===== src/rtl/dbg_pkg.sv =====
package dbg_pkg;

    typedef enum logic [3:0] {
        TS_RESET,
        TS_IDLE,
        TS_SEL_DR,
        TS_CAP_DR,
        TS_SHIFT_DR,
        TS_EXIT1_DR,
        TS_PAUSE_DR,
        TS_EXIT2_DR,
        TS_UPD_DR,
        TS_SEL_IR,
        TS_CAP_IR,
        TS_SHIFT_IR,
        TS_EXIT1_IR,
        TS_PAUSE_IR,
        TS_EXIT2_IR,
        TS_UPD_IR
    } tap_state_t;

    // strobes are qualified with tck_en; in_* are levels
    typedef struct packed {
        logic cap_ir;
        logic sh_ir;
        logic upd_ir;
        logic cap_dr;
        logic sh_dr;
        logic upd_dr;
        logic in_tlr;
        logic in_sh_ir;
        logic in_sh_dr;
    } tap_ctl_t;

    typedef enum logic {
        RS_RUN,
        RS_HELD
    } rst_state_t;

    localparam int          IR_W_DEF   = 8;
    localparam logic [7:0]  OP_RST_ON  = 8'h21;
    localparam logic [7:0]  OP_RST_OFF = 8'h22;
    localparam logic [7:0]  OP_IRQ     = 8'h23;
    localparam logic [7:0]  OP_BYPASS  = 8'hFF;
    localparam logic [7:0]  IR_CAPTURE = 8'h01;
    localparam logic [11:0] EXC_CODE   = 12'h600;

endpackage


===== src/rtl/dbg_tap_fsm.sv =====
module dbg_tap_fsm
    import dbg_pkg::*;
(
    input  logic       clk,
    input  logic       rst_n,
    input  logic       tck_en,
    input  logic       tms,
    output tap_state_t state_o,
    output tap_ctl_t   ctl_o
);

    tap_state_t state_q;
    tap_state_t state_d;

    always_comb begin
        state_d = state_q;
        unique case (state_q)
            TS_RESET:    state_d = tms ? TS_RESET    : TS_IDLE;
            TS_IDLE:     state_d = tms ? TS_SEL_DR   : TS_IDLE;
            TS_SEL_DR:   state_d = tms ? TS_SEL_IR   : TS_CAP_DR;
            TS_CAP_DR:   state_d = tms ? TS_EXIT1_DR : TS_SHIFT_DR;
            TS_SHIFT_DR: state_d = tms ? TS_EXIT1_DR : TS_SHIFT_DR;
            TS_EXIT1_DR: state_d = tms ? TS_UPD_DR   : TS_PAUSE_DR;
            TS_PAUSE_DR: state_d = tms ? TS_EXIT2_DR : TS_PAUSE_DR;
            TS_EXIT2_DR: state_d = tms ? TS_UPD_DR   : TS_SHIFT_DR;
            TS_UPD_DR:   state_d = tms ? TS_SEL_DR   : TS_IDLE;
            TS_SEL_IR:   state_d = tms ? TS_RESET    : TS_CAP_IR;
            TS_CAP_IR:   state_d = tms ? TS_EXIT1_IR : TS_SHIFT_IR;
            TS_SHIFT_IR: state_d = tms ? TS_EXIT1_IR : TS_SHIFT_IR;
            TS_EXIT1_IR: state_d = tms ? TS_UPD_IR   : TS_PAUSE_IR;
            TS_PAUSE_IR: state_d = tms ? TS_EXIT2_IR : TS_PAUSE_IR;
            TS_EXIT2_IR: state_d = tms ? TS_UPD_IR   : TS_SHIFT_IR;
            TS_UPD_IR:   state_d = tms ? TS_SEL_DR   : TS_IDLE;
            default:     state_d = TS_RESET;
        endcase
    end

    always_ff @(posedge clk or negedge rst_n) begin
        if (!rst_n) begin
            state_q <= TS_RESET;
        end else if (tck_en) begin
            state_q <= state_d;
        end
    end

    always_comb begin
        ctl_o          = '0;
        ctl_o.in_tlr   = (state_q == TS_RESET);
        ctl_o.in_sh_ir = (state_q == TS_SHIFT_IR);
        ctl_o.in_sh_dr = (state_q == TS_SHIFT_DR);
        ctl_o.cap_ir   = tck_en && (state_q == TS_CAP_IR);
        ctl_o.sh_ir    = tck_en && (state_q == TS_SHIFT_IR);
        ctl_o.upd_ir   = tck_en && (state_q == TS_UPD_IR);
        ctl_o.cap_dr   = tck_en && (state_q == TS_CAP_DR);
        ctl_o.sh_dr    = tck_en && (state_q == TS_SHIFT_DR);
        ctl_o.upd_dr   = tck_en && (state_q == TS_UPD_DR);
    end

    assign state_o = state_q;

endmodule


===== src/rtl/dbg_instr_reg.sv =====
module dbg_instr_reg
    import dbg_pkg::*;
#(
    parameter int              IR_W    = IR_W_DEF,
    parameter logic [IR_W-1:0] BYPASS  = OP_BYPASS,
    parameter logic [IR_W-1:0] CAPTURE = IR_CAPTURE
) (
    input  logic            clk,
    input  logic            rst_n,
    input  tap_ctl_t        ctl,
    input  logic            tdi,
    output logic [IR_W-1:0] ir_cur,
    output logic [IR_W-1:0] ir_shift,
    output logic            tdo_bit
);

    logic [IR_W-1:0] sh_q;
    logic [IR_W-1:0] cur_q;

    always_ff @(posedge clk or negedge rst_n) begin
        if (!rst_n) begin
            sh_q <= CAPTURE;
        end else if (ctl.cap_ir) begin
            sh_q <= CAPTURE;
        end else if (ctl.sh_ir) begin
            sh_q <= {tdi, sh_q[IR_W-1:1]};
        end
    end

    always_ff @(posedge clk or negedge rst_n) begin
        if (!rst_n) begin
            cur_q <= BYPASS;
        end else if (ctl.in_tlr) begin
            cur_q <= BYPASS;
        end else if (ctl.upd_ir) begin
            cur_q <= sh_q;
        end
    end

    assign ir_cur   = cur_q;
    assign ir_shift = sh_q;
    assign tdo_bit  = sh_q[0];

endmodule


===== src/rtl/dbg_data_regs.sv =====
module dbg_data_regs
    import dbg_pkg::*;
(
    input  logic     clk,
    input  logic     rst_n,
    input  tap_ctl_t ctl,
    input  logic     sel_irq,
    input  logic     tdi,
    input  logic     flag_i,
    output logic     tdo_bit,
    output logic     dr_set_o
);

    logic byp_q;
    logic irq_sh_q;

    always_ff @(posedge clk or negedge rst_n) begin
        if (!rst_n) begin
            byp_q <= 1'b0;
        end else if (ctl.cap_dr) begin
            byp_q <= 1'b0;
        end else if (ctl.sh_dr) begin
            byp_q <= tdi;
        end
    end

    always_ff @(posedge clk or negedge rst_n) begin
        if (!rst_n) begin
            irq_sh_q <= 1'b0;
        end else if (ctl.cap_dr && sel_irq) begin
            irq_sh_q <= flag_i;
        end else if (ctl.sh_dr && sel_irq) begin
            irq_sh_q <= tdi;
        end
    end

    assign tdo_bit  = sel_irq ? irq_sh_q : byp_q;
    assign dr_set_o = ctl.upd_dr && sel_irq && irq_sh_q;

endmodule


===== src/rtl/dbg_cmd_exec.sv =====
module dbg_cmd_exec
    import dbg_pkg::*;
#(
    parameter int              IR_W   = IR_W_DEF,
    parameter logic [IR_W-1:0] OP_ON  = OP_RST_ON,
    parameter logic [IR_W-1:0] OP_OFF = OP_RST_OFF,
    parameter logic [IR_W-1:0] OP_INT = OP_IRQ
) (
    input  logic            clk,
    input  logic            rst_n,
    input  logic            upd_ir,
    input  logic [IR_W-1:0] ir_shift,
    input  logic            dr_set,
    input  logic            cpu_wr,
    input  logic            cpu_wdata,
    output logic            chip_rst,
    output logic            irq_flag,
    output logic            irq_set_evt
);

    rst_state_t rs_q;
    rst_state_t rs_d;
    logic       flag_q;
    logic       clr_evt;

    always_comb begin
        rs_d = rs_q;
        unique case (rs_q)
            RS_RUN:  if (upd_ir && ir_shift == OP_ON)  rs_d = RS_HELD;
            RS_HELD: if (upd_ir && ir_shift == OP_OFF) rs_d = RS_RUN;
            default: rs_d = RS_RUN;
        endcase
    end

    always_ff @(posedge clk or negedge rst_n) begin
        if (!rst_n) begin
            rs_q <= RS_RUN;
        end else begin
            rs_q <= rs_d;
        end
    end

    always_comb begin
        chip_rst = (rs_q == RS_HELD);
    end

    assign irq_set_evt = (upd_ir && ir_shift == OP_INT) || dr_set;
    assign clr_evt     = cpu_wr && !cpu_wdata;

    always_ff @(posedge clk or negedge rst_n) begin
        if (!rst_n) begin
            flag_q <= 1'b0;
        end else if (irq_set_evt) begin
            flag_q <= 1'b1;
        end else if (clr_evt) begin
            flag_q <= 1'b0;
        end
    end

    assign irq_flag = flag_q;

endmodule


===== src/rtl/dbg_rstirq_ctrl.sv =====
module dbg_rstirq_ctrl
    import dbg_pkg::*;
#(
    parameter int              IR_W   = IR_W_DEF,
    parameter int              PRIO_W = 16,
    parameter logic [IR_W-1:0] OP_ON  = OP_RST_ON,
    parameter logic [IR_W-1:0] OP_OFF = OP_RST_OFF,
    parameter logic [IR_W-1:0] OP_INT = OP_IRQ
) (
    input  logic              clk,
    input  logic              rst_n,
    input  logic              tck_en,
    input  logic              tms,
    input  logic              tdi,
    output logic              tdo,
    input  logic              cpu_wr,
    input  logic              cpu_wdata,
    input  logic [PRIO_W-1:0] prio_reg,
    output logic              chip_rst,
    output logic              irq_req,
    output logic [11:0]       irq_code,
    output logic [3:0]        irq_prio
);

    tap_state_t      tap_state;
    tap_ctl_t        ctl;
    logic [IR_W-1:0] ir_cur;
    logic [IR_W-1:0] ir_shift;
    logic            ir_tdo;
    logic            dr_tdo;
    logic            dr_set_evt;
    logic            sel_irq;
    logic            irq_set_evt;
    logic            upd_ir;

    dbg_tap_fsm u_fsm (
        .clk     (clk),
        .rst_n   (rst_n),
        .tck_en  (tck_en),
        .tms     (tms),
        .state_o (tap_state),
        .ctl_o   (ctl)
    );

    dbg_instr_reg #(
        .IR_W    (IR_W),
        .BYPASS  ({IR_W{1'b1}}),
        .CAPTURE (IR_W'(1))
    ) u_ir (
        .clk      (clk),
        .rst_n    (rst_n),
        .ctl      (ctl),
        .tdi      (tdi),
        .ir_cur   (ir_cur),
        .ir_shift (ir_shift),
        .tdo_bit  (ir_tdo)
    );

    assign sel_irq = (ir_cur == OP_INT);
    assign upd_ir  = ctl.upd_ir;

    dbg_data_regs u_dr (
        .clk      (clk),
        .rst_n    (rst_n),
        .ctl      (ctl),
        .sel_irq  (sel_irq),
        .tdi      (tdi),
        .flag_i   (irq_req),
        .tdo_bit  (dr_tdo),
        .dr_set_o (dr_set_evt)
    );

    dbg_cmd_exec #(
        .IR_W   (IR_W),
        .OP_ON  (OP_ON),
        .OP_OFF (OP_OFF),
        .OP_INT (OP_INT)
    ) u_exec (
        .clk         (clk),
        .rst_n       (rst_n),
        .upd_ir      (upd_ir),
        .ir_shift    (ir_shift),
        .dr_set      (dr_set_evt),
        .cpu_wr      (cpu_wr),
        .cpu_wdata   (cpu_wdata),
        .chip_rst    (chip_rst),
        .irq_flag    (irq_req),
        .irq_set_evt (irq_set_evt)
    );

    always_comb begin
        if (ctl.in_sh_ir) begin
            tdo = ir_tdo;
        end else if (ctl.in_sh_dr) begin
            tdo = dr_tdo;
        end else begin
            tdo = 1'b0;
        end
    end

    assign irq_code = EXC_CODE;
    assign irq_prio = prio_reg[3:0];

endmodule


===== config.mk =====
export PLATFORM = sky130hd
export DESIGN_NAME = dbg_rstirq_ctrl
export DESIGN_NICKNAME = d
export VERILOG_FILES = /design/src/rtl/dbg_pkg.sv /design/src/rtl/dbg_tap_fsm.sv /design/src/rtl/dbg_instr_reg.sv /design/src/rtl/dbg_data_regs.sv /design/src/rtl/dbg_cmd_exec.sv /design/src/rtl/dbg_rstirq_ctrl.sv
export SDC_FILE = /design/constraint.sdc
export NUM_CORES = 1
export LEC_CHECK = 0
export ABC_AREA = 1
export BUFFER_PORTS_ARGS = -buffer_cell sky130_fd_sc_hd__buf_2
export CORE_AREA = 2 2 59 61
export DETAILED_ROUTE_END_ITERATION = 8
export DIE_AREA = 0 0 61 63
export GPL_TIMING_DRIVEN = 1
export PLACE_DENSITY_LB_ADDON = 0.12
export SYNTH_ARGS = -nofsm -noshare
export SYNTH_HDL_FRONTEND = slang
export SYNTH_SLANG_ARGS = --single-unit

===== constraint.sdc =====
create_clock -name clk -period 1.53 [get_ports clk]
set_clock_uncertainty 0.05 [all_clocks]
set_input_delay 0.2295 -clock clk [delete_from_list [all_inputs] [get_ports clk]]
set_output_delay 0.2295 -clock clk [all_outputs]
set_load 0.02 [all_outputs]

==> results.toml <==
[synthesis]
yosys.area_share.simple_pct = 30.41
yosys_warnings = 0
synth_compound_area_share_pct = 12.48
avgSynthCellArea_um2 = 7.579
synthCells = 209
synth_edf_count = 0
synth_top_family_by_area = "simple AND/OR/NAND/NOR gates"
synth_xor_area_share_pct = 0
synth_cell_types = 28
synth_fa_ha_area_share_pct = 0
synth.cell_area_um2 = 1584
synthArstFlopShare_pct = 100.0
synth.area.mux_share_pct = 0
ys_seq_area_share_pct = 38.63
synth_ff_type = "dfrtp_1"
synth_seq_cells = 24

[final_layout]
nFillCells = 318
fin_nets = 244
finalNonFillerCells = 266
drive_above_1_share_pct = 26.36
syn2layout_area_growth_pct = 6.714
diodes = 0

[clock_tree]
path_clk_slew_ps = 130
insertion_delay_ps = 310
cts_tree = "done"
cts_root_buf = "clkbuf_4"
cts_max_path_buffers = 2
numCtsBuffers = 3
h-tree-depth = 1
clkSinkCount = 24

[pwr]
power_density_nw_per_um2 = 1660
power.share.sequential_pct = 39.3
p_sw_share_pct = 46.27
power_w = 0.002805
ir_worst_vdd_mv = 0.8693
switchingPower_w = 0.001298
p_clk_share_pct = 12.0
p_comb_share_pct = 48.7
p_leak_nw = 0.8504
p_int_w = 0.001507

[setup_path]
crit_slowest_cell = "dfstp_2"
start_kind = "flop"
cp.required_ps = 1250
worstSetupPathType = "reg -> out"
r2r_cells = 7
critPathMaxFanout = 2
worst-endpoint-arrival_ps = 1550
timing.critical_path.to_type = "primary output"
cp_slowest_stage_delay_ps = 560
path_cells = "nand4_1 > nor2_2 > nand2_1 > nand2_1 > nand3_1 > nand2_1 > buf_6"
cp_common_cell = "nand2_1"

[sta]
maxSlewHeadroom_pct = 63.65
min_period_ps = 1828
finalSetupViolCount = 1
setup_ws_ps = -298.1
worstMarginPinSlew_ps = 545.3
finalCritPeriodShare_pct = 119.5
finalMaxSlewViolations = 0
hold_viol = 0
fmax_ghz = 0.5470
rsz0062_at_grt = "true"

[detailed_routing]
wl_per_cell_um = 12.50
first_iter_violations = 62
dr.pass1.iters = 4
dr_total_vias = 1319
ant_nets = 0
drcViolationCount = 0
routed_wl_um = 3326
vias_per_cell = 4.959

[die]
die-width_um = 61
io_pins = 42
initial_core_util_pct = 49.01
fp.coreArea_um2 = 3232
num_rows = 21
fp.dieH_um = 63
fp.dieArea_um2 = 3843

[placement]
io_buffers = 9
dp.cells = 260
place.gp.congestion = 0.8352
dp_hpwl_um = 2597

[run_status]
violations = "setup timing"
status = "finished with violations"

[global_route]
grt_pass1_vias = 1249
grt_remaining_overflow = 0
grt_pass1_wl_um = 5782
grt_antenna_before_repair = 0
grt_start_max_net_pins = 25
track_usage_pct = 19.72

[run]
drv_cap = 0

[hold_path]
worstHoldPathCells = 3
hold_class = "in -> reg"
per-stage QoR:
| step | hold slack, ps | setup WS, ps | setup TNS [ps] | area, um^2 | util [%] |
|---|---|---|---|---|---|
| 2_1_floorplan | -116.1 | 141.5 | 0 | 1622 | - |
| 3_3_place_gp | 178.8 | 21.64 | 0 | 1599 | 49.48 |
| 3_5_place_dp | 191.6 | -24.11 | -24.11 | 1599 | 49.48 |
| 4_1_cts | 107.1 | -349.5 | -395.3 | 1695 | 52.46 |
| 5_1_grt | 101.3 | -415.4 | -447.2 | 1690 | 52.30 |
| 6_report | 114.6 | -298.1 | -298.1 | 1690 | 52.30 |
cell usage in the layout (no fill, tap or decap), types with 2 or more instances in the layout:
cell type,netlist,final
dfrtp_2,0,2
o21ai_2,3,4
clkbuf_4,0,3
inv_1,22,22
nand2_1,44,43
buf_2,0,8
nor2_4,2,3
nand4_1,6,6
o21ai_0,19,18
nor2_2,1,4
a21oi_1,5,4
nand2_4,2,2
dfstp_2,9,9
inv_2,3,3
nand3_2,4,4
dfrtp_1,15,13
o211ai_1,3,3
conb_1,2,12
buf_6,2,2
nand3_1,18,18
nor2_1,22,18
a21oi_2,1,2
buf_4,18,7
cell type report:
type	count	area (um^2)	share of cell area, %
clock buffers	4	36.28	2.147
multi-input cells	147	749.5	44.34
inverters	27	107.6	6.366
repair buffers	18	125.1	7.402
well taps	46	57.56	3.405
flip-flops and latches	24	614.3	36.34
synth_stat cells (2+ instances only):
| library cell | instances | area, um^2 |
|---|---|---|
| nand4_1 | 6 | 37.54 |
| o211ai_1 | 3 | 22.52 |
| nand2_1 | 44 | 165.2 |
| o21ai_2 | 3 | 26.28 |
| buf_6 | 2 | 22.52 |
| nand3_1 | 18 | 90.09 |
| inv_1 | 22 | 82.58 |
| nor2_1 | 22 | 82.58 |
| dfrtp_1 | 15 | 375.4 |
| conb_1 | 2 | 7.510 |
| dfstp_2 | 9 | 236.5 |
| nand3_2 | 4 | 40.04 |
| buf_4 | 18 | 135.1 |
| nand2_4 | 2 | 22.52 |
| a21oi_1 | 5 | 25.02 |
| o21ai_0 | 19 | 95.09 |
| inv_2 | 3 | 11.26 |
| nor2_4 | 2 | 22.52 |
sequential cells by signal, indices dropped and copies added (netlist names):
register         cells
u_fsm.state_o        4
u_dr.irq_sh_q        1
u_dr.byp_q           1
u_exec.chip_rst      1
u_exec.irq_flag      1
u_ir.ir_shift        8
u_ir.ir_cur          8
metal layers:
layer  vias up  GRT usage [%]  routed length, um  share of wire (%)
li1        672              -                  -                  -
met1       617          27.20               1482                 45
met2        26          31.99               1695                 51
met3         4          2.692                128                3.8
met4         0          5.163                 19               0.57
met5         -              0                  0                  0
final timing paths:
| check | startpoint | end | slack, ps |
|---|---|---|---|
| worst max-delay path | u_ir.ir_cur[0] | tdo | -300 |
| worst min-delay path | tdi | u_ir.ir_shift[7] | 110 |
| worst max register to register | u_fsm.state_o[2] | u_dr.irq_sh_q | 90 |
| worst min register to register | u_ir.ir_cur[0] | u_ir.ir_cur[0] | 460 |
| max in group asynchronous | rst_n | u_fsm.state_o[3] | 670 |
| min in group asynchronous | rst_n | u_exec.chip_rst | 360 |
timing repair:
action,in CTS,in global routing
endpoints found under the setup margin,2,7
pin swaps,5,3
hold buffers,1,0
endpoints found under the hold margin,15,0
resized for setup,9,7
buffers inserted,6,0
power by group through the flow:
stage	Combinational (W)	Clock, W	Sequential [W]
6_report	0.00137	0.000337	0.00110
5_1_grt	0.00157	0.000379	0.00113
4_1_cts	0.00136	0.000349	0.00108
3_5_place_dp	0.00133	0	0.00109
3_3_place_gp	0.00129	0	0.00108
2_1_floorplan	0.00103	0	0.00103
critical path, delay by kind of cell, from the launching register on:
family                 cells  cell delay, ps
AND/OR/NAND/NOR            6             570
buffers and inverters      1             120
flip-flops                 1             560
kinds of logic (layout without fill, tap and decap cells):
kind of cell,after synthesis,in the layout
buffers and inverters,48,49
AOI/OAI and AO/OA,34,34
and+or+nand+nor,101,101
other,2,12
DFF,24,24
No activity file was read; power rests on OpenSTA's default activity.
